`src/rtl/psram_pkg.sv`:
```
package psram_pkg;

  typedef enum logic [3:0] {
    S_PWR,    // power-up pause, chip idle
    S_DLOW,   // dummy cycle, chip enable low
    S_DPRE,   // dummy cycle, precharge
    S_IDLE,
    S_SETUP,  // address out, chip enable still high
    S_LOW,    // access, chip enable low
    S_PRE,    // access precharge
    S_RFP,    // auto-refresh pulse
    S_RFR,    // auto-refresh recovery
    S_SRH,    // self-refresh hold
    S_SRX     // self-refresh exit recovery
  } seq_state_e;

  // Round a duration in ns up to whole cycles of a clock given in MHz.
  function automatic int unsigned ns_to_cycles(input int unsigned ns, input int unsigned mhz);
    return (ns * mhz + 999) / 1000;
  endfunction

  function automatic int unsigned at_least(input int unsigned a, input int unsigned b);
    return (a > b) ? a : b;
  endfunction

  // Cycles still needed to fill a total after 'used', but never below floor_v.
  function automatic int unsigned fill_to(input int unsigned total, input int unsigned used,
                                          input int unsigned floor_v);
    return (total > used + floor_v) ? (total - used) : floor_v;
  endfunction

endpackage

```
`src/rtl/psram_refresh_timer.sv`:
```
module psram_refresh_timer #(
  parameter int unsigned REFI_CYC = 3900
) (
  input  logic clk,
  input  logic rst_n,
  input  logic enable,
  input  logic served,
  output logic pending
);
  localparam int unsigned W = $clog2(REFI_CYC) + 1;

  logic [W-1:0] cnt;
  logic         interval_tick;

  assign interval_tick = enable && (cnt == '0);

  always_ff @(posedge clk) begin
    if (!rst_n) begin
      cnt     <= W'(REFI_CYC - 1);
      pending <= 1'b0;
    end else begin
      if (enable) cnt <= interval_tick ? W'(REFI_CYC - 1) : cnt - 1'b1;
      if (interval_tick)  pending <= 1'b1;
      else if (served)    pending <= 1'b0;
    end
  end

  // every interval expiry raises a demand
  p_tick_raises_r7: assert property (@(posedge clk) disable iff (!rst_n)
    interval_tick |=> pending);
  // a demand is dropped only when a refresh has been served
  p_pending_kept_r8: assert property (@(posedge clk) disable iff (!rst_n)
    (pending && !served) |=> pending);

endmodule

```
`src/rtl/psram_sequencer.sv`:
```
module psram_sequencer
  import psram_pkg::*;
#(
  parameter int unsigned PWR_CYC      = 125000,
  parameter int unsigned DUMMY_CYCLES = 8,
  parameter int unsigned LOW_CYC      = 30,
  parameter int unsigned PRE_CYC      = 18,
  parameter int unsigned RFP_CYC      = 20,
  parameter int unsigned REC_CYC      = 28,
  parameter int unsigned SRMIN_CYC    = 2000,
  parameter int unsigned SRX_CYC      = 150
) (
  input  logic       clk,
  input  logic       rst_n,
  input  logic       req_valid,
  input  logic       req_write,
  input  logic [1:0] req_bmask,
  input  logic       sleep_req,
  input  logic       rf_pending,
  output logic       req_ready,
  output logic       accept,
  output logic       cap_read,
  output logic       rf_served,
  output logic       init_done,
  output logic       drive_en,
  output logic       mem_ce_n,
  output logic       mem_sel,
  output logic       mem_rfsh_n,
  output logic       mem_oe_n,
  output logic       mem_uwe_n,
  output logic       mem_lwe_n
);
  localparam int unsigned MAXC = at_least(at_least(at_least(PWR_CYC, LOW_CYC), at_least(PRE_CYC, RFP_CYC)),
                                          at_least(at_least(REC_CYC, SRMIN_CYC), SRX_CYC));
  localparam int unsigned CNT_W = $clog2(MAXC) + 1;
  localparam int unsigned DUM_W = $clog2(DUMMY_CYCLES) + 1;
  localparam int unsigned RUN_W = $clog2(LOW_CYC + 1) + 1;

  seq_state_e       state;
  logic [CNT_W-1:0] cnt;
  logic [DUM_W-1:0] dummy_left;
  logic             op_write;
  logic [1:0]       op_mask;
  logic             cnt_zero;

  assign cnt_zero = (cnt == '0);

  always_ff @(posedge clk) begin
    if (!rst_n) begin
      state      <= S_PWR;
      cnt        <= CNT_W'(PWR_CYC - 1);
      dummy_left <= DUM_W'(DUMMY_CYCLES - 1);
      init_done  <= 1'b0;
      op_write   <= 1'b0;
      op_mask    <= 2'b00;
    end else begin
      case (state)
        S_PWR: if (cnt_zero) begin
          state <= S_DLOW; cnt <= CNT_W'(LOW_CYC - 1);
        end else cnt <= cnt - 1'b1;
        S_DLOW: if (cnt_zero) begin
          state <= S_DPRE; cnt <= CNT_W'(PRE_CYC - 1);
        end else cnt <= cnt - 1'b1;
        S_DPRE: if (cnt_zero) begin
          if (dummy_left == '0) begin
            state <= S_IDLE; init_done <= 1'b1;
          end else begin
            dummy_left <= dummy_left - 1'b1;
            state <= S_DLOW; cnt <= CNT_W'(LOW_CYC - 1);
          end
        end else cnt <= cnt - 1'b1;
        S_IDLE: if (rf_pending) begin
          state <= S_RFP; cnt <= CNT_W'(RFP_CYC - 1);
        end else if (sleep_req) begin
          state <= S_SRH; cnt <= CNT_W'(SRMIN_CYC - 1);
        end else if (req_valid) begin
          state <= S_SETUP; op_write <= req_write; op_mask <= req_bmask;
        end
        S_SETUP: begin
          state <= S_LOW; cnt <= CNT_W'(LOW_CYC - 1);
        end
        S_LOW: if (cnt_zero) begin
          state <= S_PRE; cnt <= CNT_W'(PRE_CYC - 1);
        end else cnt <= cnt - 1'b1;
        S_PRE: if (cnt_zero) state <= S_IDLE;
               else cnt <= cnt - 1'b1;
        S_RFP: if (cnt_zero) begin
          state <= S_RFR; cnt <= CNT_W'(REC_CYC - 1);
        end else cnt <= cnt - 1'b1;
        S_RFR: if (cnt_zero) state <= S_IDLE;
               else cnt <= cnt - 1'b1;
        S_SRH: if (!cnt_zero) cnt <= cnt - 1'b1;
               else if (!sleep_req) begin
                 state <= S_SRX; cnt <= CNT_W'(SRX_CYC - 1);
               end
        S_SRX: if (cnt_zero) begin
          state <= S_RFP; cnt <= CNT_W'(RFP_CYC - 1);
        end else cnt <= cnt - 1'b1;
        default: state <= S_IDLE;
      endcase
    end
  end

  // Named events and pin decode
  assign req_ready  = (state == S_IDLE) && !rf_pending && !sleep_req;
  assign accept     = req_ready && req_valid;
  assign cap_read   = (state == S_LOW) && !op_write && cnt_zero;
  assign rf_served  = (state == S_RFR) && cnt_zero;
  assign drive_en   = (state == S_LOW) && op_write && (op_mask != 2'b00);
  assign mem_ce_n   = !((state == S_DLOW) || (state == S_LOW));
  assign mem_sel    = state inside {S_DLOW, S_DPRE, S_SETUP, S_LOW, S_PRE};
  assign mem_rfsh_n = !((state == S_RFP) || (state == S_SRH));
  assign mem_oe_n   = !((state == S_LOW) && !op_write);
  assign mem_uwe_n  = !((state == S_LOW) && op_write && op_mask[1]);
  assign mem_lwe_n  = !((state == S_LOW) && op_write && op_mask[0]);

  // Run length of chip-enable low, kept for the width property
  logic [RUN_W-1:0] ce_low_run;
  always_ff @(posedge clk) begin
    if (!rst_n)         ce_low_run <= '0;
    else if (!mem_ce_n) ce_low_run <= ce_low_run + 1'b1;
    else                ce_low_run <= '0;
  end

  p_no_ready_in_init_r1: assert property (@(posedge clk) disable iff (!rst_n)
    !init_done |-> !req_ready);
  p_oe_read_only_r3: assert property (@(posedge clk) disable iff (!rst_n)
    !mem_oe_n |-> (!mem_ce_n && mem_sel && mem_rfsh_n && mem_uwe_n && mem_lwe_n));
  p_strobes_paired_r4: assert property (@(posedge clk) disable iff (!rst_n)
    (!mem_uwe_n && !mem_lwe_n) |-> ($past(mem_uwe_n) == $past(mem_lwe_n)));
  p_drive_in_window_r5: assert property (@(posedge clk) disable iff (!rst_n)
    drive_en |-> (!mem_ce_n && (!mem_uwe_n || !mem_lwe_n)));
  p_ce_low_width_r6: assert property (@(posedge clk) disable iff (!rst_n)
    $rose(mem_ce_n) |-> (ce_low_run == RUN_W'(LOW_CYC)));
  p_rfsh_ce_high_r7: assert property (@(posedge clk) disable iff (!rst_n)
    !mem_rfsh_n |-> mem_ce_n);
  p_pending_blocks_r8: assert property (@(posedge clk) disable iff (!rst_n)
    (rf_pending || !mem_rfsh_n) |-> !req_ready);
  p_sleep_blocks_r9: assert property (@(posedge clk) disable iff (!rst_n)
    sleep_req |-> !req_ready);

endmodule

```
`src/rtl/psram_datapath.sv`:
```
module psram_datapath #(
  parameter int unsigned ADDR_W = 18,
  parameter int unsigned DATA_W = 16
) (
  input  logic              clk,
  input  logic              rst_n,
  input  logic              accept,
  input  logic [ADDR_W-1:0] req_addr,
  input  logic [DATA_W-1:0] req_wdata,
  input  logic              cap_read,
  input  logic              drive_en,
  input  logic [DATA_W-1:0] mem_dq_i,
  output logic [ADDR_W-1:0] mem_addr,
  output logic [DATA_W-1:0] mem_dq_o,
  output logic              mem_dq_oe,
  output logic              rsp_valid,
  output logic [DATA_W-1:0] rsp_rdata
);
  always_ff @(posedge clk) begin
    if (!rst_n) begin
      mem_addr  <= '0;
      mem_dq_o  <= '0;
      rsp_valid <= 1'b0;
      rsp_rdata <= '0;
    end else begin
      if (accept) begin
        mem_addr <= req_addr;
        mem_dq_o <= req_wdata;
      end
      rsp_valid <= cap_read;
      if (cap_read) rsp_rdata <= mem_dq_i;
    end
  end

  assign mem_dq_oe = drive_en;

  // a response lasts one cycle
  p_rsp_one_cycle_r11: assert property (@(posedge clk) disable iff (!rst_n)
    rsp_valid |=> !rsp_valid);

endmodule

```
`src/rtl/psram_ctrl.sv`:
```
module psram_ctrl
  import psram_pkg::*;
#(
  parameter int unsigned CLK_MHZ      = 250,
  parameter int unsigned ADDR_W       = 18,
  parameter int unsigned DATA_W       = 16,
  parameter int unsigned T_RC_NS      = 190,
  parameter int unsigned T_CE_NS      = 120,
  parameter int unsigned T_PRE_NS     = 60,
  parameter int unsigned T_ACC_NS     = 120,
  parameter int unsigned T_PWR_NS     = 500000,
  parameter int unsigned DUMMY_CYCLES = 8,
  parameter int unsigned T_REFI_NS    = 15600,
  parameter int unsigned T_RFP_NS     = 80,
  parameter int unsigned T_SRMIN_NS   = 8000,
  parameter int unsigned T_SRX_NS     = 600
) (
  input  logic              clk,
  input  logic              rst_n,
  input  logic              req_valid,
  output logic              req_ready,
  input  logic              req_write,
  input  logic [ADDR_W-1:0] req_addr,
  input  logic [DATA_W-1:0] req_wdata,
  input  logic [1:0]        req_bmask,
  output logic              rsp_valid,
  output logic [DATA_W-1:0] rsp_rdata,
  input  logic              sleep_req,
  output logic              mem_ce_n,
  output logic              mem_sel,
  output logic              mem_rfsh_n,
  output logic              mem_oe_n,
  output logic              mem_uwe_n,
  output logic              mem_lwe_n,
  output logic [ADDR_W-1:0] mem_addr,
  output logic [DATA_W-1:0] mem_dq_o,
  output logic              mem_dq_oe,
  input  logic [DATA_W-1:0] mem_dq_i
);
  localparam int unsigned RC_CYC    = ns_to_cycles(T_RC_NS, CLK_MHZ);
  localparam int unsigned LOW_CYC   = at_least(ns_to_cycles(T_CE_NS, CLK_MHZ), ns_to_cycles(T_ACC_NS, CLK_MHZ));
  localparam int unsigned PRE_CYC   = fill_to(RC_CYC, LOW_CYC, ns_to_cycles(T_PRE_NS, CLK_MHZ));
  localparam int unsigned RFP_CYC   = at_least(ns_to_cycles(T_RFP_NS, CLK_MHZ), 1);
  localparam int unsigned REC_CYC   = fill_to(RC_CYC, RFP_CYC, 1);
  localparam int unsigned PWR_CYC   = at_least(ns_to_cycles(T_PWR_NS, CLK_MHZ), 1);
  localparam int unsigned REFI_CYC  = ns_to_cycles(T_REFI_NS, CLK_MHZ);
  localparam int unsigned SRMIN_CYC = at_least(ns_to_cycles(T_SRMIN_NS, CLK_MHZ), 1);
  localparam int unsigned SRX_CYC   = at_least(ns_to_cycles(T_SRX_NS, CLK_MHZ), 1);

  logic accept, cap_read, rf_served, rf_pending, init_done, drive_en;

  psram_refresh_timer #(.REFI_CYC(REFI_CYC)) u_timer (
    .clk(clk), .rst_n(rst_n), .enable(init_done), .served(rf_served), .pending(rf_pending)
  );

  psram_sequencer #(
    .PWR_CYC(PWR_CYC), .DUMMY_CYCLES(DUMMY_CYCLES), .LOW_CYC(LOW_CYC), .PRE_CYC(PRE_CYC),
    .RFP_CYC(RFP_CYC), .REC_CYC(REC_CYC), .SRMIN_CYC(SRMIN_CYC), .SRX_CYC(SRX_CYC)
  ) u_seq (
    .clk(clk), .rst_n(rst_n), .req_valid(req_valid), .req_write(req_write),
    .req_bmask(req_bmask), .sleep_req(sleep_req), .rf_pending(rf_pending),
    .req_ready(req_ready), .accept(accept), .cap_read(cap_read), .rf_served(rf_served),
    .init_done(init_done), .drive_en(drive_en), .mem_ce_n(mem_ce_n), .mem_sel(mem_sel),
    .mem_rfsh_n(mem_rfsh_n), .mem_oe_n(mem_oe_n), .mem_uwe_n(mem_uwe_n), .mem_lwe_n(mem_lwe_n)
  );

  psram_datapath #(.ADDR_W(ADDR_W), .DATA_W(DATA_W)) u_dp (
    .clk(clk), .rst_n(rst_n), .accept(accept), .req_addr(req_addr), .req_wdata(req_wdata),
    .cap_read(cap_read), .drive_en(drive_en), .mem_dq_i(mem_dq_i), .mem_addr(mem_addr),
    .mem_dq_o(mem_dq_o), .mem_dq_oe(mem_dq_oe), .rsp_valid(rsp_valid), .rsp_rdata(rsp_rdata)
  );

  // the address never moves while chip enable is low
  p_addr_stable_r2: assert property (@(posedge clk) disable iff (!rst_n)
    (!mem_ce_n && !$fell(mem_ce_n)) |-> $stable(mem_addr));
  // the bus driver is off whenever chip enable is high
  p_bus_released_r5: assert property (@(posedge clk) disable iff (!rst_n)
    mem_ce_n |-> !mem_dq_oe);

endmodule

```
`config.mk`:
```
export PLATFORM = sky130hd
export DESIGN_NAME = psram_ctrl
export DESIGN_NICKNAME = d
export VERILOG_FILES = /design/src/rtl/psram_pkg.sv /design/src/rtl/psram_refresh_timer.sv /design/src/rtl/psram_sequencer.sv /design/src/rtl/psram_datapath.sv /design/src/rtl/psram_ctrl.sv
export SDC_FILE = /design/constraint.sdc
export NUM_CORES = 1
export LEC_CHECK = 0
export ABC_AREA = 1
export BUFFER_PORTS_ARGS = -buffer_cell sky130_fd_sc_hd__buf_4
export CAP_MARGIN = 20
export CELL_PAD_IN_SITES_DETAIL_PLACEMENT = 1
export CELL_PAD_IN_SITES_GLOBAL_PLACEMENT = 1
export CORE_MARGIN = 1.5
export CORE_UTILIZATION = 35
export CTS_BUF_LIST = sky130_fd_sc_hd__clkbuf_2
export CTS_CLUSTER_SIZE = 12
export DETAILED_ROUTE_END_ITERATION = 10
export GPL_TIMING_DRIVEN = 0
export PLACE_DENSITY_LB_ADDON = 0.1
export SLEW_MARGIN = 20
export SYNTH_ARGS = -nofsm -noshare
export SYNTH_HDL_FRONTEND = slang
export SYNTH_HIERARCHICAL = 1
export SYNTH_SLANG_ARGS = --single-unit
```
`constraint.sdc`:
```
create_clock -name clk -period 2.06 [get_ports clk]
set_clock_uncertainty 0.15 [all_clocks]
set_input_delay 0.103 -clock clk [delete_from_list [all_inputs] [get_ports clk]]
set_output_delay 0.103 -clock clk [all_outputs]
set_load 0.005 [all_outputs]
```
[Word level (Yosys, flattened, before mapping)]
Cells that the tools add are included.
Word-level totals
  bits in registers: 95
  latch bits: 0
  bits in writable memories: 0
  ROM bits: 0
  bits of input ports: 57
  output and inout port bits: 59
  word-level logic and storage cells: 107
  memories kept: 0
Cells by class
  add/sub/neg operators: 3
  $mul: 0
  divide/modulo/power cells: 0
  $lt $le $gt $ge: 0
  equal/unequal tests: 24
  shift operators: 0
  multiplexer cells: 29
  bitwise gates (word level): 3
  reduce and logical (&&, ||, !) cells: 36
Operators with widths (count)
  $mux W18: 11
  $pmux W18 S9: 1
  $mux W4: 12
  $pmux W4 S10: 1
  $logic_not A18 Y1: 1
  $sub A18 B1 Y18 const B: 1
  $eq A4 B3 Y1 const B: 4
  $ne A2 B1 Y1 const B: 8
  $logic_not A13 Y1: 1
  $mux W13: 1
  $sub A13 B1 Y13 const B: 1
  $eq A4 B4 Y1 const B: 3
  $logic_and A1 B1 Y1: 11
  $reduce_and A10 Y1: 1
  $ne A3 B3 Y1 const B: 3
  $reduce_bool A9 Y1: 1
  $eq A4 B2 Y1 const B: 2
  $logic_not A1 Y1: 8
  $logic_not A4 Y1: 2
  $reduce_and A3 Y1: 2
  $reduce_and A5 Y1: 1
  $reduce_bool A5 Y1: 1
  $eq A4 B1 Y1 const B: 1
  $ne A2 B2 Y1 const B: 2
  other kinds (9): 15

[Logic depth before layout (Yosys ltp)]
Gate-level depths: netlist (run 1).
  depth after elaboration: 4
  depth in mapped cells: 14
  mapped depth without buffers: 13

[Modules after synthesis]
The synthesis (run 1) kept the hierarchy.
By module, submodules not included
  psram_sequencer: times used 1, cells each 367, area each 2252.2 um2, sequential area each 600.6 um2
  psram_datapath: times used 1, cells each 322, area each 2089.5 um2, sequential area each 1021.0 um2
  psram_refresh_timer: times used 1, cells each 95, area each 747.0 um2, sequential area each 280.3 um2

[Worst setup path after synthesis (run 1)]
OpenSTA, ideal clock, no wires.
  kind: register to register
  start point: register u_seq.cnt[0]
  end point: register u_dp.rsp_rdata[12]
  library setup time: 0.113 ns
  arrival time: 1.666 ns
  required time: 1.797 ns
  setup slack: 0.131 ns
  stages on the path, launching flop included: 13
  path buffers: 3
  period minus slack after synthesis: 1.929 ns
  path through: dfxtp_1 > inv_1 > ha_1 > nand3_1 > nor2_2 > nand2_1 > buf_4 > nor2_1 > buf_2 > buf_2 > nand2_1 > nand2_1 > nor2_1
On the way
  longest elaborated chain between the ends: 2
RTL lines
  start: declaration: line psram_sequencer.sv:40  | logic [CNT_W-1:0] cnt;
  start signal: assignment: line psram_sequencer.sv:51  | cnt <= CNT_W'(PWR_CYC - 1);
  start signal: assignment: line psram_sequencer.sv:60  | end else cnt <= cnt - 1'b1;
  start signal: assignment: line psram_sequencer.sv:63  | end else cnt <= cnt - 1'b1;
  $logic_not A18 Y1: line psram_sequencer.sv:46  | assign cnt_zero = (cnt == '0);
  $logic_and A1 B1 Y1: line psram_sequencer.sv:107  | assign cap_read = (state == S_LOW) && !op_write && cnt_zero;
  via cap_read: line psram_ctrl.sv:50  | logic accept, cap_read, rf_served, rf_pending, init_done, drive_en;
  end signal: assignment: line psram_datapath.sv:31  | if (cap_read) rsp_rdata <= mem_dq_i;
  end: declaration: line psram_datapath.sv:17  | output logic [DATA_W-1:0] rsp_rdata
The timed path passes the listed nets, and every way through them passes these cells.
A chain may end at the register's enable or synchronous reset.

[Worst setup path after layout (run 1)]
  start point: register u_seq.cnt[13]
  end point: register u_dp.rsp_rdata[6]
Same word-level chain as after synthesis.

==> results of run 1 <==
## stage by stage
stage	total power (W)	hold WS (ps)	cells	worst slack, ps	instance area [µm²]
floorplan	0.00270	21.8	784	131	5090
global placement	0.00299	214	1079	-332	6180
detailed placement	0.00302	221	1079	-402	6180
CTS	0.00420	-235	1157	-35.6	6990
global route	0.00455	74.5	1168	-45.9	7230
finish	0.00429	105	1168	54.1	7230
## logic make-up after synthesis
group                      after synthesis  share of synthesized area [%]
and+or+nand+nor                        461                           40.4
xor gates and xnor gates                10                           1.72
buffers and inverters                  150                           12.7
DFF                                     95                           37.4
adders and majority gates                4                          0.984
AOI/OAI and AO/OA                       64                           6.76
## worst max path at each step
stage | from | cells past startpoint | slack [ps] | to
final | u_seq/cnt[13]$_SDFFE_PN1P_ | 11 | 50 | u_dp/rsp_rdata[6]$_SDFFE_PN0P_
after global routing | u_seq/cnt[13]$_SDFFE_PN1P_ | 9 | -50 | u_seq/state[0]$_SDFFE_PN0P_
after CTS | u_seq/state[3]$_SDFFE_PN0P_ | 13 | -40 | u_dp/mem_addr[9]$_SDFFE_PN0P_
after detailed placement | u_seq/cnt[0]$_SDFFE_PN1P_ | 12 | -400 | u_dp/rsp_rdata[2]$_SDFFE_PN0P_
after global placement | u_seq/cnt[0]$_SDFFE_PN1P_ | 12 | -330 | u_dp/rsp_rdata[3]$_SDFFE_PN0P_
after floorplan | u_seq/cnt[0]$_SDFFE_PN1P_ | 12 | 130 | u_dp/rsp_rdata[12]$_SDFFE_PN0P_
## layout make-up
class                           count  area share [%]
Multi-Input combinational cell    539            37.3
Sequential cell                    95            26.6
Timing Repair Buffer              190            21.9
Inverter                          123            6.61
Tap cell                          180            3.11
Buffer                             24            2.80
Clock inverter                      7            1.09
Clock buffer                        9           0.623
Antenna cell                        1          0.0346
## synthesized netlist by cell type (all sizes together) (2+ instances only)
master  instances
dfxtp          95
nand3          49
o21ai          32
nor2          179
buf            25
or2             3
o31ai           2
nand2         210
clkbuf          2
ha              4
xnor2           2
a21oi          26
clkinv          2
inv           121
o22ai           2
nand4           7
xor2            8
nor3            6
nor4            2
nand3b          3
## metal layers
metal / routed length [µm] / share of wire [%]
met1: 7680 / 45
met2: 8570 / 50
met3: 758 / 4.4
met4: 228 / 1.3
met5: 0 / 0
## repair_timing
| action | CTS | global route |
|---|---|---|
| gates resized for setup | 33 | 45 |
| pin swaps | 4 | 12 |
| cloned | 2 | 0 |
| hold buffers | 55 | 1 |
| setup endpoints to repair | 65 | 79 |
| buffers inserted | 6 | 11 |
| hold endpoints to repair | 86 | 7 |
## cells in the final DEF (no fill, tap or decap), types with 3 or more instances in the layout
cell,count
nand2_1,189
nor2_1,150
buf_4,128
inv_1,104
dfxtp_1,87
dlygate4sd3_1,56
nand3_1,35
a21oi_1,24
nor2_2,16
o21ai_1,16
o21ai_0,14
buf_6,13
inv_2,13
nor2_4,13
nand2_2,13
buf_2,11
nand3_2,11
clkbuf_2,9
xor2_1,8
nand2_4,7
nand4_1,7
nor3_1,4
dfxtp_2,4
dfxtp_4,4
inv_4,3
nand3_4,3
nand3b_1,3
ha_1,3
## tightest hold or removal path: cells and delay by family
family / cells / cell delay, ps
buf+inv: 2 / 700
simple gates: 1 / 70
## state kept, by name (all words and copies together) (netlist names), 2 cells and up
| register | cells |
|---|---|
| u_seq/dummy_left | 4 |
| u_seq/op_mask | 2 |
| u_dp/rsp_rdata | 16 |
| u_dp/mem_addr | 18 |
| u_timer/cnt | 13 |
| u_dp/mem_dq_o | 16 |
| u_seq/state | 4 |
| u_seq/cnt | 18 |
## power breakdown
part           switching (W)  internal, W
clock network       0.000729     0.000295
logic               0.000688     0.000504
registers           0.000131      0.00194
==> impl_metrics.csv, run 1 <==
group,metric,value,unit
outcome,status,"completed",
critical_path,cp_num_buf_inv,3,
floorplanning,die_h,124,µm
critical_path,startpoint_type,"register",
floorplanning,die_w,124,µm
critical_path,crit_path_top_delay_cell,"dfxtp_1",
global_routing,gr-usage-all-layers,22.0,%
critical_path,crit_chain,"nor2_1, nand3_1, nor2_4, nand2_2, buf_6, nor2_4, buf_12, buf_6, nand2_1, nand2_1, nor2_1",
timing,worst_slew_pin_slew,612,ps
critical_path,r2r_slack,50,ps
drt,drc,0,
timing,post-route-min-period,2010,ps
clocking,clock-sinks,95,
pwr,irDropWorstVdd,0.280,mV
finish,seq_area,0.00192,mm²
synthesis,ys.flop_type,"dfxtp_1",
worst_hold_path,hold_end,"u_timer/cnt[4]$_SDFFE_PN1P_",
critical_path,worstReg2RegEnd,"u_dp/rsp_rdata[6]$_SDFFE_PN0P_",
placed_design,gp_congestion,0.856,
synthesis,synth_enable_flop_cells,0,
worst_hold_path,min_path_cells,3,
drt,drt_iter0_markers,163,
clocking,cts_buffers,9,
timing,slew-limit-headroom,59.2,%
drt,vias_per_cell,4.72,
global_routing,grt_overflow,0,
finish,layout-drive-gt1-share,27.6,%
synthesis,syn_inst,784,
clocking,cts_tree,"yes",
floorplanning,initial_core_util,36.2,%
synthesis,async_reset_ff_share,0,%
global_routing,grt_pass1_vias,5482,
critical_path,crit_path_end_kind,"register",
critical_path,cpPeakStageDelay,410,ps
worst_hold_path,hp-class,"in2reg",
timing,maxClockFrequency,0.499,GHz
critical_path,crit_family,"simple AND/OR/NAND/NOR gates",
finish,nets,1043,
synthesis,synth_nets,845,
floorplanning,pin_count,116,
synthesis,yosysTopAreaCell,"dfxtp_1",
run,max_cap_viol_count,0,
global_routing,use_met1,26.8,%
synthesis,yosys-top-cells-area,"dfxtp_1 (37%), nand2_1 (14%), nor2_1 (12%), inv_1 (8.2%), nand3_1 (3.7%)",
clocking,clock_latency,620,ps
timing,slew_viol_final,0,
finish,nFillCells,1814,
critical_path,r2r-start,"u_seq/cnt[13]$_SDFFE_PN1P_",
finish,multi_input_area,0.00270,mm²
finish,fin_util,51.5,%
synthesis,synth_area,0.00509,mm²
synthesis,yosys.cell_types.count,39,
global_routing,grt_most_used_layer,"met2",
clocking,cts_max_level,3,
critical_path,r2r_cells,11,
global_routing,antenna_found_initial,1,
finish,syn_to_final_growth,42.2,%
global_routing,grt_pass1_wl,26.3,mm
timing,finalCritPeriodShare,97.4,%
floorplanning,row_count,43,
drt,ant_nets,0,
clocking,root_buffer,"clkbuf_2",
timing,final_hold_viol_count,0,
global_routing,met2_usage,39.3,%
synthesis,yosysTopAreaCellShare,37.4,%
pwr,pwr_density_cell,592,mW/mm²
synthesis,yosys_register_bits,95,
synthesis,ys_seq_area_share,37.4,%
pwr,p_leak,3.58,nW
clocking,clk_pin_slew_worst_paths,300,ps
drt,wl_per_cell,14.8,µm
critical_path,worstSetupPathType,"reg2reg",
floorplanning,die_area,0.0153,mm²
timing,tns,0,ps
synthesis,synth.avg_cell_area,6.49,µm²
drt,drtPass1Iterations,4,
global_routing,grt_max_degree,18,
placed_design,dp_hpwl,12.0,mm
critical_path,path_max_fanout,10,
critical_path,crit_required,2450,ps
critical_path,worst_ep_arrival_time,2400,ps
timing,setup_violations,0,
global_routing,met3_usage,3.53,%
worst_hold_path,worstHoldStart,"rst_n",
clocking,cts.path.max_buffers,2,
floorplanning,core-area,0.0140,mm²
synthesis,ys_warn_count,6,
drt,vias,5517,
placed_design,io_buffers,115,
drt,wirelength,17.2,mm
Note: power is estimated with default switching activity, not from simulation.
==> run 2: changes to the inputs <==
--- a/config.mk
+++ b/config.mk
@@ -5,13 +5,13 @@
 export SDC_FILE = /design/constraint.sdc
 export NUM_CORES = 1
 export LEC_CHECK = 0
-export ABC_AREA = 1
+export ABC_AREA = 0
 export BUFFER_PORTS_ARGS = -buffer_cell sky130_fd_sc_hd__buf_4
 export CAP_MARGIN = 20
 export CELL_PAD_IN_SITES_DETAIL_PLACEMENT = 1
 export CELL_PAD_IN_SITES_GLOBAL_PLACEMENT = 1
 export CORE_MARGIN = 1.5
-export CORE_UTILIZATION = 35
+export CORE_UTILIZATION = 37
 export CTS_BUF_LIST = sky130_fd_sc_hd__clkbuf_2
 export CTS_CLUSTER_SIZE = 12
 export DETAILED_ROUTE_END_ITERATION = 10
==> run 2 against run 1 <==
  * The flow now finishes with violations (negative setup slack)
  * Largest cell class unchanged
  * Final cell count down 17%
  * Non-clock buffer count grew 69
  * Core utilization increased by 13 points
  * Sequential cell count unchanged
  * Global-route usage rose by 8.6 points
  * Sequential power fell by 11%
  * Worst hold slack worse by 31 ps
  * Synthesized cell count is 32% lower
  * Maximum frequency is 17% lower
==> impl_metrics.csv, run 2 <==
group,metric,value,unit
timing,post-route-min-period,2410,ps
drt,vias_per_cell,5.82,
worst_hold_path,hp-class,"in2reg",
timing,maxClockFrequency,0.415,GHz
synthesis,yosys.cell_types.count,62,
floorplanning,core-area,0.0126,mm²
timing,finalCritPeriodShare,117,%
global_routing,grt_pass1_wl,31.3,mm
synthesis,synth_nets,593,
drt,wl_met3,1.67,mm
clocking,cts_tree,"yes",
clocking,cts_max_level,3,
run,max_cap_viol_count,0,
critical_path,worstSetupPathType,"reg2reg",
drt,wirelength,24.8,mm
finish,fin_util,64.5,%
floorplanning,pin_count,116,
global_routing,gr-usage-all-layers,30.6,%
finish,syn_to_final_growth,70.1,%
timing,setup_violations,86,
floorplanning,die_area,0.0136,mm²
clocking,clock-sinks,95,
timing,slew_viol_final,0,
outcome,status,"finished with violations",
drt,wl_met2,12.7,mm
global_routing,grt_max_degree,17,
finish,layout-drive-gt1-share,44.9,%
critical_path,crit_path_end_kind,"register",
clocking,clock_latency,650,ps
synthesis,synth_common_cells,"dfxtp_1 (95), nand2_1 (55), mux2i_1 (54), nor2b_1 (54), nor2_1 (35)",
pwr,p_leak,3.05,nW
synthesis,synth_enable_flop_cells,0,
synthesis,yosys_register_bits,95,
critical_path,r2r-start,"u_seq/dummy_left[1]$_SDFFE_PN1P_",
placed_design,io_buffers,115,
drt,drt_iter0_markers,461,
drt,wl_per_cell,25.7,µm
finish,nets,854,
synthesis,ys.flop_type,"dfxtp_1",
clocking,cts.path.max_buffers,2,
synthesis,yosysTopAreaCellShare,39.9,%
critical_path,r2r_slack,-350,ps
global_routing,grt_pass1_vias,5607,
clocking,root_buffer,"clkbuf_2",
critical_path,path_max_fanout,6,
worst_hold_path,worstHoldStart,"req_wdata[2]",
floorplanning,die_h,116,µm
drt,ant_nets,0,
critical_path,startpoint_type,"register",
synthesis,syn_inst,532,
synthesis,synth.avg_cell_area,8.96,µm²
synthesis,yosysTopAreaCell,"dfxtp_1",
drt,vias,5633,
timing,tns,-13390,ps
synthesis,yosys-top-cells-area,"dfxtp_1 (40%), mux2i_1 (11%), nor2b_1 (7.1%), nand2_1 (4.3%), nor2_1 (2.8%)",
placed_design,dp_hpwl,10.5,mm
timing,slew-limit-headroom,53.9,%
pwr,irDropWorstVdd,0.284,mV
clocking,clk_pin_slew_worst_paths,320,ps
finish,multi_input_area,0.00323,mm²
synthesis,synth_area,0.00477,mm²
critical_path,crit_start,"u_seq/dummy_left[1]$_SDFFE_PN1P_",
timing,setup_ws,-347,ps
finish,final_common_cell,"buf_4",
critical_path,crit_required,2510,ps
global_routing,grt_overflow,0,
pwr,pwr_density_cell,370,mW/mm²
finish,seq_area,0.00194,mm²
critical_path,worst_ep_arrival_time,2860,ps
placed_design,gp_congestion,0.869,
timing,rsz0062_at_grt,"true",
drt,m1WireLength,8.93,mm
floorplanning,die_w,116,µm
finish,mostFrequentLayoutCells,"buf_4 (167), dfxtp_1 (81), dlygate4sd3_1 (56)",
synthesis,ys_seq_area_share,39.9,%
global_routing,antenna_found_initial,1,
outcome,violations,"negative setup slack",
drt,drtPass1Iterations,5,
synthesis,async_reset_ff_share,0,%
finish,nFillCells,1359,
finish,reg_top3,"u_dp/mem_addr (18), u_seq/cnt (18)",
clocking,cts_buffers,9,
synthesis,ys_warn_count,6,
timing,worst_slew_pin_slew,691,ps
floorplanning,initial_core_util,37.9,%
drt,highest_layer,"met4",
drt,drc,0,
timing,final_hold_viol_count,0,
floorplanning,row_count,41,
synthesis,yosysMostFrequentCell,"dfxtp_1",
## run 2: cell types whose count changed after synthesis, moves of 17 or more
cell and change:
nand2_1 -141, nor2_1 -125, nor2b_1 +54, inv_1 -100, o21ai_1 -17, mux2i_1 +54, nand3_1 -23
## run 2: layer usage
layer | vias to the layer above | global-route usage, %
met2 | 308 | 54.9
li1 | 2394 | -
met4 | 0 | 17.6
met5 | - | 0
met1 | 2798 | 34.1
met3 | 133 | 5.35
## run 2: worst paths after layout
| kind | end | depth (start not counted) |
|---|---|---|
| min | u_dp/mem_dq_o[2]$_SDFFE_PN0P_ | 4 |
| max | u_seq/cnt[17]$_SDFFE_PN0P_ | 9 |
| max reg2reg | u_seq/cnt[17]$_SDFFE_PN0P_ | 9 |
| min reg2reg | u_timer/cnt[12]$_SDFFE_PN0P_ | 2 |
## run 2: timing repair
item	4_1_cts	5_1_grt
endpoints found under the hold margin	77	0
buffers inserted	53	33
pin swaps	36	25
hold buffers	56	0
gates cloned	4	0
resized for setup	132	111
endpoints found under the setup margin	89	87
## run 2: cell type report
| cell class | count | share of cell area [%] |
|---|---|---|
| tap | 172 | 2.66 |
| sequential | 95 | 24.0 |
| clock buffer | 9 | 0.556 |
| clock inverter | 4 | 0.309 |
| timing repair buffer | 256 | 28.1 |
| multi-input combinational | 392 | 39.8 |
| buffer | 27 | 3.97 |
| antenna | 1 | 0.0309 |
| inverter | 12 | 0.617 |
## run 2: logic make-up after synthesis
kind of cell    synth area share, %
compound gates                 13.2
xor+xnor                       2.57
fa+ha+maj                      1.05
buf+inv                        5.75
flops                          39.9
mux                            11.3
simple gates                   26.2
## run 2: worst max-delay path, cell delays in order (launching register included)
cell	delay (ps)
dfxtp_2	410
inv_2	60
ha_4	160
nor3b_4	160
o211ai_1	280
a211oi_4	140
or3_4	410
buf_4	170
nor4b_4	220
a31o_2	180
## run 2: where the power goes
group	internal [W]	switching [W]	total, W
Sequential	0.00184	0.00000380	0.00184
Combinational	0.000178	0.000131	0.000309
Clock	0.000138	0.000713	0.000851
Total	0.00215	0.000848	0.00300
## run 2: metrics by stage
stage                     cell area [µm²]  setup slack, ps  power, W  cells  hold slack (ps)
after detailed placement             5900             -589   0.00206    819              223
after global placement               5900             -566   0.00205    819              214
final                                8110             -347   0.00300    968             73.8
after floorplan                      4820             -140   0.00194    532             14.9
after global routing                 8110             -399   0.00309    968              116
after CTS                            7580             -223   0.00291    944              115
==> run 3: changes to the inputs <==
--- a/config.mk
+++ b/config.mk
@@ -17,6 +17,7 @@
 export DETAILED_ROUTE_END_ITERATION = 10
 export GPL_TIMING_DRIVEN = 0
 export PLACE_DENSITY_LB_ADDON = 0.1
+export SETUP_SLACK_MARGIN = 0.4
 export SLEW_MARGIN = 20
 export SYNTH_ARGS = -nofsm -noshare
 export SYNTH_HDL_FRONTEND = slang
==> run 3 against run 2 <==
  * The flow still finishes with violations (negative setup slack)
  * Die area did not move
  * Register-to-register slack worse by 340 ps
  * Largest power group unchanged
  * Wire length is 4.5% higher
  * Clock-buffer cell count up 1
  * Sequential power barely moved
  * Critical path type unchanged
  * Non-clock buffer count up 20
  * Total power up 7.0%
  * Core utilization grew 3.3 points
  * Setup slack got worse by 340 ps
  * Worst hold slack gained 9.9 ps
==> impl_metrics.csv, run 3 (synthesis gave the netlist of run 2 again) <==
group,metric,value,unit
outcome,status,"finished with violations",
outcome,violations,"negative setup slack",
global_routing,grt_overflow,0,
drt,m1WireLength,9.21,mm
finish,final_common_cell,"buf_4",
floorplanning,die_h,116,µm
timing,post-route-min-period,2750,ps
timing,whs,83.7,ps
global_routing,grt_pass1_wl,30.1,mm
floorplanning,row_count,41,
pwr,p_clk_share,32.9,%
timing,maxClockFrequency,0.364,GHz
drt,highest_layer,"met4",
drt,drc,0,
clocking,clock-sinks,95,
critical_path,crit_path_end_kind,"register",
pwr,irDropWorstVdd,0.738,mV
critical_path,cpPeakStageDelay,440,ps
critical_path,crit_family,"simple AND/OR/NAND/NOR gates",
timing,slew_viol_final,0,
timing,setup_violations,88,
finish,nFillCells,1345,
clocking,cts_buffers,9,
floorplanning,die_area,0.0136,mm²
clocking,cts.path.max_buffers,2,
clocking,clock_latency,710,ps
finish,reg_top3,"u_dp/mem_addr (18), u_seq/cnt (18)",
placed_design,dp_hpwl,10.7,mm
clocking,cts_max_level,3,
pwr,seq_power_share,57.6,%
drt,wl_per_cell,26.2,µm
pwr,combPwrFrac,9.6,%
global_routing,gr-usage-all-layers,29.6,%
timing,slew-limit-headroom,43.7,%
placed_design,io_buffers,115,
floorplanning,pin_count,116,
critical_path,cp_num_buf_inv,1,
finish,syn_to_final_growth,78.8,%
drt,wl_met2,13.3,mm
critical_path,crit_path_top_delay_cell,"dfxtp_4",
pwr,p_leak,3.31,nW
timing,final_hold_viol_count,0,
run,max_cap_viol_count,0,
drt,wirelength,26.0,mm
worst_hold_path,hp-class,"in2reg",
finish,nets,874,
floorplanning,die_w,116,µm
critical_path,worstSetupPathType,"reg2reg",
drt,wl_met3,1.67,mm
critical_path,crit_chain,"nor4_4, buf_4, and2_1, nand3_1, nor4_2, nor4b_4, a31o_2",
floorplanning,initial_core_util,37.9,%
floorplanning,core-area,0.0126,mm²
drt,drt_iter0_markers,426,
pwr,p_sw,0.000906,W
timing,finalCritPeriodShare,133,%
timing,worst_slew_pin_slew,845,ps
finish,layout-drive-gt1-share,47.2,%
drt,ant_nets,0,
placed_design,dpl.cell_count,819,
clocking,root_buffer,"clkbuf_2",
global_routing,grt_pass1_vias,5635,
finish,fin_cells,992,
timing,rsz0062_at_grt,"true",
clocking,clk_pin_slew_worst_paths,340,ps
critical_path,worst_ep_arrival_time,3260,ps
placed_design,place_ws,-550,ps
pwr,pwr_density_cell,377,mW/mm²
clocking,cts_tree,"yes",
global_routing,antenna_found_initial,3,
finish,mostFrequentLayoutCells,"buf_4 (170), dfxtp_1 (76), dlygate4sd3_1 (56)",
pwr,cellInternalPower,0.00230,W
critical_path,path_max_fanout,5,
drt,vias_per_cell,5.85,
drt,vias,5803,
global_routing,grt_max_degree,17,
drt,drtPass1Iterations,5,
pwr,power_switching_share,28.2,%
timing,setup_ws,-688,ps
placed_design,gp_congestion,0.902,
critical_path,crit_required,2570,ps
critical_path,startpoint_type,"register",
## run 3: changes by cell type in the layout (fill, tap and decap cells not counted), moves of 7 or more
cell     before  now
buf_6        28   40
dfxtp_2       5   14
mux2i_1      31   42
mux2i_2      13    6
nand2_1      45   37
## run 3: path summary, 6_finish.rpt
check / startpoint / to / slack [ps] / depth (start not counted)
max: u_seq/cnt[3]$_SDFFE_PN0P_ / u_seq/cnt[17]$_SDFFE_PN0P_ / -690 / 7
min: mem_dq_i[1] / u_dp/rsp_rdata[1]$_SDFFE_PN0P_ / 80 / 4
max reg2reg: u_seq/cnt[3]$_SDFFE_PN0P_ / u_seq/cnt[17]$_SDFFE_PN0P_ / -690 / 7
min reg2reg: u_seq/op_write$_SDFFE_PN0P_ / u_seq/op_write$_SDFFE_PN0P_ / 370 / 2
## run 3: per-stage QoR
| stage | TNS, ps | utilization, % | total power [W] | area, µm² |
|---|---|---|---|---|
| 2_1_floorplan | -539 | - | 0.00194 | 4890 |
| 3_3_place_gp | -21400 | 47.5 | 0.00205 | 5970 |
| 3_5_place_dp | -23750 | 47.5 | 0.00206 | 5970 |
| 4_1_cts | -9750 | 63.2 | 0.00310 | 7940 |
| 5_1_grt | -30320 | 67.8 | 0.00331 | 8520 |
| 6_report | -28820 | 67.8 | 0.00321 | 8520 |
## run 3: worst min-delay path, delay by kind of cell
family / cells / cell delay, ps
buf+inv: 2 / 620
simple gates: 1 / 100
mux: 1 / 60
## run 3: area by class of cell
type | count | area, µm² | share of cell area (%)
sequential | 95 | 1940 | 22.7
antenna | 3 | 7.51 | 0.0881
inverter | 12 | 52.6 | 0.617
timing repair buffer | 270 | 2490 | 29.2
clock buffer | 10 | 50.0 | 0.587
multi-input combinational | 392 | 3300 | 38.7
clock inverter | 5 | 58.8 | 0.690
buffer | 33 | 414 | 4.86
tap | 172 | 215 | 2.53
## run 3: power groups by stage
stage / Sequential (W) / Clock (W) / Combinational, W
3_5_place_dp: 0.00188 / 0 / 0.000175
5_1_grt: 0.00185 / 0.00114 / 0.000319
2_1_floorplan: 0.00188 / 0 / 0.0000615
6_report: 0.00185 / 0.00105 / 0.000307
4_1_cts: 0.00185 / 0.000982 / 0.000271
3_3_place_gp: 0.00188 / 0 / 0.000171
## run 3: metal layers
layer	GRT usage (%)	up-vias
met5	0	-
met4	12.9	0
met3	5.76	151
met2	54.5	349
met1	33.1	2852
li1	-	2451
## run 3: repair_timing
action	in CTS	in global routing
buffers inserted	68	25
hold endpoints to repair	77	0
cloned	6	0
resized for setup	155	94
pin swaps	41	33
setup endpoints to repair	103	97
hold buffers	56	0
